## src/rtl/rx_tune_pkg.sv

```systemverilog
package rx_tune_pkg;

    localparam int TUNE_W = 6;
    localparam int LEN_W  = TUNE_W + 1;

    typedef logic [TUNE_W-1:0] tune_code_t;
    typedef logic [LEN_W-1:0]  run_len_t;

    typedef enum logic [2:0] {
        ST_IDLE,
        ST_APPLY,
        ST_TEST,
        ST_STEP,
        ST_CALC,
        ST_FINAL
    } tune_state_e;

    // middle of a run given its last index and its length (half rounded down)
    function automatic tune_code_t centre_of(tune_code_t last_idx, run_len_t len);
        run_len_t half;
        half = len >> 1;
        return last_idx - half[TUNE_W-1:0];
    endfunction

endpackage

```

## src/rtl/tune_wait_timer.sv

```systemverilog
module tune_wait_timer #(
    parameter int LIMIT = 100
) (
    input  logic clk,
    input  logic rst,
    input  logic run,
    output logic expired
);
    localparam int CNT_W = $clog2(LIMIT + 1);

    logic [CNT_W-1:0] cnt;

    assign expired = run && (cnt == CNT_W'(LIMIT - 1));

    always_ff @(posedge clk) begin
        if (rst || !run)
            cnt <= '0;
        else if (!expired)
            cnt <= cnt + 1'b1;
    end
endmodule

```

## src/rtl/tune_streak_trk.sv

```systemverilog
module tune_streak_trk
    import rx_tune_pkg::*;
(
    input  logic       clk,
    input  logic       rst,
    input  logic       clr,
    input  logic       step,
    input  logic       pass,
    input  tune_code_t idx,
    output run_len_t   best_len,
    output tune_code_t best_end
);
    run_len_t cur_len;
    run_len_t cur_next;

    assign cur_next = cur_len + 1'b1;

    always_ff @(posedge clk) begin
        if (rst || clr) begin
            cur_len  <= '0;
            best_len <= '0;
            best_end <= '0;
        end else if (step) begin
            if (pass) begin
                cur_len <= cur_next;
                if (cur_next > best_len) begin
                    best_len <= cur_next;
                    best_end <= idx;
                end
            end else begin
                cur_len <= '0;
            end
        end
    end
endmodule

```

## src/rtl/rx_sample_tuner.sv

```systemverilog
module rx_sample_tuner
    import rx_tune_pkg::*;
#(
    parameter int SWEEP_LEN   = 40,
    parameter int UPD_TIMEOUT = 100
) (
    input  logic              clk,
    input  logic              rst,
    input  logic              start,
    input  logic              hs200_mode,
    output logic [TUNE_W-1:0] tune_code,
    output logic              tune_load,
    input  logic              tune_taken,
    output logic              test_req,
    input  logic              test_ack,
    input  logic              test_pass,
    output logic              busy,
    output logic              done,
    output logic              error,
    output logic              skipped,
    output logic [TUNE_W-1:0] result
);
    localparam tune_code_t LAST_CODE = tune_code_t'(SWEEP_LEN - 1);

    tune_state_e state;
    tune_code_t  code_q;
    logic        pass_q;
    logic        timer_run;
    logic        timed_out;
    logic        sweep_go;
    run_len_t    best_len;
    tune_code_t  best_end;

    assign tune_code = code_q;
    assign tune_load = (state == ST_APPLY) || (state == ST_FINAL);
    assign test_req  = (state == ST_TEST);
    assign busy      = (state != ST_IDLE);
    assign timer_run = tune_load;
    assign sweep_go  = (state == ST_IDLE) && start && hs200_mode;

    tune_wait_timer #(.LIMIT(UPD_TIMEOUT)) u_timer (
        .clk     (clk),
        .rst     (rst),
        .run     (timer_run),
        .expired (timed_out)
    );

    tune_streak_trk u_streak (
        .clk      (clk),
        .rst      (rst),
        .clr      (sweep_go),
        .step     (state == ST_STEP),
        .pass     (pass_q),
        .idx      (code_q),
        .best_len (best_len),
        .best_end (best_end)
    );

    always_ff @(posedge clk) begin
        if (rst) begin
            state   <= ST_IDLE;
            code_q  <= '0;
            pass_q  <= 1'b0;
            done    <= 1'b0;
            error   <= 1'b0;
            skipped <= 1'b0;
            result  <= '0;
        end else begin
            done    <= 1'b0;
            skipped <= 1'b0;
            unique case (state)
                ST_IDLE: begin
                    if (start) begin
                        if (hs200_mode) begin
                            code_q <= '0;
                            state  <= ST_APPLY;
                        end else begin
                            done    <= 1'b1;
                            skipped <= 1'b1;
                            error   <= 1'b0;
                        end
                    end
                end
                ST_APPLY: begin
                    if (tune_taken) begin
                        state <= ST_TEST;
                    end else if (timed_out) begin
                        pass_q <= 1'b0;
                        state  <= ST_STEP;
                    end
                end
                ST_TEST: begin
                    if (test_ack) begin
                        pass_q <= test_pass;
                        state  <= ST_STEP;
                    end
                end
                ST_STEP: begin
                    if (code_q == LAST_CODE) begin
                        state <= ST_CALC;
                    end else begin
                        code_q <= code_q + 1'b1;
                        state  <= ST_APPLY;
                    end
                end
                ST_CALC: begin
                    if (best_len == '0) begin
                        done   <= 1'b1;
                        error  <= 1'b1;
                        result <= '0;
                        state  <= ST_IDLE;
                    end else begin
                        code_q <= centre_of(best_end, best_len);
                        state  <= ST_FINAL;
                    end
                end
                ST_FINAL: begin
                    if (tune_taken || timed_out) begin
                        done   <= 1'b1;
                        error  <= !tune_taken;
                        result <= code_q;
                        state  <= ST_IDLE;
                    end
                end
                default: state <= ST_IDLE;
            endcase
        end
    end
endmodule

```

## config.mk

```make
export PLATFORM = sky130hd
export DESIGN_NAME = rx_sample_tuner
export DESIGN_NICKNAME = d
export VERILOG_FILES = /design/src/rtl/rx_tune_pkg.sv /design/src/rtl/tune_wait_timer.sv /design/src/rtl/tune_streak_trk.sv /design/src/rtl/rx_sample_tuner.sv
export SDC_FILE = /design/constraint.sdc
export NUM_CORES = 1
export LEC_CHECK = 0
export BUFFER_PORTS_ARGS = -buffer_cell sky130_fd_sc_hd__buf_4
export CORE_ASPECT_RATIO = 0.8
export CORE_MARGIN = 8
export CORE_UTILIZATION = 45
export DETAILED_ROUTE_END_ITERATION = 6
export PLACE_DENSITY = 0.66
export SYNTH_ARGS = -nofsm -noshare
export SYNTH_HDL_FRONTEND = slang
export SYNTH_SLANG_ARGS = --single-unit
```

## constraint.sdc

```tcl
create_clock -name clk -period 2.25 [get_ports clk]
set_input_delay 0.45 -clock clk [delete_from_list [all_inputs] [get_ports clk]]
set_output_delay 0.45 -clock clk [all_outputs]
set_load 0.03 [all_outputs]
```

==> impl_metrics.tcl <==
set metrics [dict create \
    ys_warn_count 0 \
    postCtsHoldBufs 0 \
    worst-path-buf-inv 1 \
    final_nets 367 \
    die_area_sq_um 8390 \
    status "finished clean" \
    synthFlopType "dfxtp_1" \
    cts_tree "done" \
    async_flop_share_pct 0 \
    slew_headroom_pct 68.7 \
    clk_latency_ns 0.29 \
    vdd_ir_drop_max_v 0.000274 \
    die_w_microns 100 \
    track_usage_pct 15.4 \
    ys_seq_area_share_pct 35.9 \
    tightest_slew_ns 0.465 \
    min_period_over_period_pct 93.8 \
    drive_gt1_share_pct 23.5 \
    critPathMaxFanout 4 \
    finClkSkew_ns 0.0101 \
    top_layer "met4" \
    dieHeight_microns 83.6 \
    synth_nets 326 \
    wire_per_inst_microns 14.9 \
    fin_crit_ns 2.11 \
    critPathRequiredTime_ns 2.47 \
    num_vias 2364 \
    ys_seq_elements 46 \
    root_buffer "clkbuf_8" \
    endpoint_kind "flip-flop" \
    slowest_stage "dfxtp_4" \
    wl_met3_microns 357 \
    io_pins 25 \
    dr_wl_met2_mm 2.60 \
    core-area_sq_um 5470 \
    crit_chain "nand3_2, nor2_2, xor2_1, ha_1, a21o_1, a21oi_4, a21o_1, buf_4, o21ai_0, a21oi_1" \
    cpMostUsedCell "a21o_1" \
    min_path_type "in -> reg" \
    instances_no_fill 422 \
    syn2layout_area_growth_pct 21.1 \
    setup_tns_ns 0 \
    synth_top_cells_by_area "dfxtp_1, ha_1, a21oi_1" \
    antenna_found_initial 0 \
    grt_pass1_wl_mm 10.6 \
    critical_path.max_stage_delay_ns 0.38 \
    routed_wl_mm 6.27 \
    hpwl_mm 4.81 \
    io_buffers 24 \
    clockBufferDepth 2 \
    setup-violations-final 0 \
    synth-edff-count 0 \
    ys_types 56 \
    cts_sinks 46 \
    p_per_area_nw_per_um2 497 \
    max_freq_mhz 474 \
    hold_violations 0 \
    slew_violations 0 \
    numCtsBuffers 5 \
    netlist_instances 303 \
    grt-ovfl-total 0 \
    gp_congestion 0.831 \
    firstDrtPassIters 4 \
    power_uw 1550 \
    drc 0 \
    grt_max_degree 21 \
    critical-path-top-delay-family "compound AO/OA/AOI/OAI gates" \
    synth.avg_cell_area_sq_um 8.47 \
    diodes 0 \
    cts.clk_slew.worst_paths_ns 0.08 \
    rows 24 \
    htree_levels 2 \
    ant_nets 0 \
    yosysTopAreaCellShare_pct 35.9 \
    cap_viol_max_count 0 \
    dp_cells 414 \
    leakage_uw 0.00121 \
    crit_type "reg -> reg" \
    crit_path_start_kind "flip-flop" \
    netlist_area_sq_um 2570 \
    grt_pass1_vias 2143 \
    final_util_pct 56.9 \
    wl_met1_mm 3.27 \
    cp.arrival_ns 2.33 \
    start_util_pct 47.0 \
    drtIter0Drc 171 \
    via_per_inst 5.60 \
    yosysTopAreaCell "dfxtp_1" \
]
-- cell usage in the layout (no fill, tap or decap), drive strengths merged, types with 3 or more instances in the layout --
| cell type | Yosys | final |
|---|---|---|
| o31ai | 10 | 10 |
| dfxtp | 46 | 46 |
| nand2b | 3 | 3 |
| nor2 | 25 | 25 |
| or3 | 3 | 3 |
| clkbuf | 11 | 5 |
| a21oi | 26 | 26 |
| o211ai | 8 | 8 |
| nand3 | 18 | 18 |
| inv | 14 | 14 |
| xnor2 | 9 | 9 |
| a22oi | 5 | 5 |
| ha | 15 | 15 |
| o21ai | 12 | 12 |
| nand2 | 21 | 21 |
| xor2 | 6 | 6 |
| nor2b | 6 | 6 |
| nand4 | 10 | 10 |
| and3 | 6 | 6 |
| nor3 | 4 | 4 |
| buf | 6 | 51 |
-- layout make-up --
cell class	instances	area (sq um)
clock buffer	5	68.8
sequential	46	932
multi-input combinational	226	1570
tap	78	97.6
timing repair buffer	51	383
fill	529	2350
clock inverter	2	10.0
inverter	14	52.6
-- tightest hold or removal path: cells and delay by family --
| kind | cells | cell delay (ns) |
|---|---|---|
| compound gates | 1 | 0.06 |
| simple gates | 1 | 0.07 |
| buf+inv | 1 | 0.11 |
-- report_power, final --
part	total (uW)	internal, uW	switching, uW
clock	474	209	265
combinational	213	80.4	133
sequential	858	827	30.3
total	1550	1120	428
-- worst paths after layout --
kind / cells after the start / to / slack [ns] / from
max reg2reg: 10 / u_streak.best_end[4] / 0.14 / u_streak.cur_len[1]
min reg2reg: 2 / error / 0.49 / error
min: 3 / pass_q / 0.44 / test_pass
max: 10 / u_streak.best_end[4] / 0.14 / u_streak.cur_len[1]
-- metal layers --
metal	vias to the layer above	GRT usage (%)
met5	-	0
met2	53	21.2
met3	4	4.00
met1	1117	22.6
met4	0	3.42
li1	1190	-
-- synth_stat cells, types with 2 or more instances --
| cell type | instances |
|---|---|
| a21oi_1 | 26 |
| nand3b_1 | 2 |
| nand2_1 | 21 |
| and3_1 | 5 |
| a211oi_1 | 2 |
| clkbuf_1 | 11 |
| a21o_1 | 2 |
| a31oi_1 | 2 |
| ha_1 | 15 |
| xor2_1 | 6 |
| a32o_1 | 2 |
| nand4_1 | 10 |
| dfxtp_1 | 46 |
| xnor2_1 | 9 |
| nor3b_1 | 2 |
| nand3_1 | 18 |
| nor2_1 | 25 |
| nor2b_1 | 6 |
| o31ai_1 | 9 |
| o221ai_1 | 2 |
| and4bb_2 | 2 |
| nor3_1 | 4 |
| buf_1 | 2 |
| o211ai_1 | 8 |
| nand2b_1 | 3 |
| or3_1 | 2 |
| o211a_1 | 2 |
| inv_1 | 14 |
| a22oi_1 | 5 |
| o21ai_0 | 12 |
| buf_2 | 3 |
-- logic make-up after synthesis --
| logic type | count (synthesis) | share of synthesized area, % |
|---|---|---|
| DFF | 46 | 35.9 |
| adders and majority gates | 16 | 8.09 |
| buffers and inverters | 31 | 4.97 |
| xor gates and xnor gates | 15 | 5.12 |
| muxes | 2 | 0.828 |
| AOI/OAI and AO/OA | 84 | 22.8 |
| and+or+nand+nor | 109 | 22.3 |
-- state kept, by name, summed over array words and instances (netlist names) --
register and flops:
done 1, pass_q 1, error 1, skipped 1, u_streak.cur_len 7, tune_code 6, u_streak.best_len 7, u_timer.cnt 7
u_streak.best_end 6, state 3, result 6
-- through the flow --
step	cell area, sq um	worst slack, ns	hold slack (ns)
2_1_floorplan	2570	0.0239	0.449
3_3_place_gp	2970	-0.0448	0.464
3_5_place_dp	2970	-0.113	0.474
4_1_cts	3050	0.0449	0.434
5_1_grt	3110	-0.00891	0.427
6_report	3110	0.139	0.438
-- what timing repair did --
action	in CTS	in global routing
gates resized for setup	2	17
setup buffers	0	1
hold endpoints to repair	0	0
endpoints found under the setup margin	10	13
pin swaps	0	3
No activity file was read; power rests on OpenSTA's default activity.
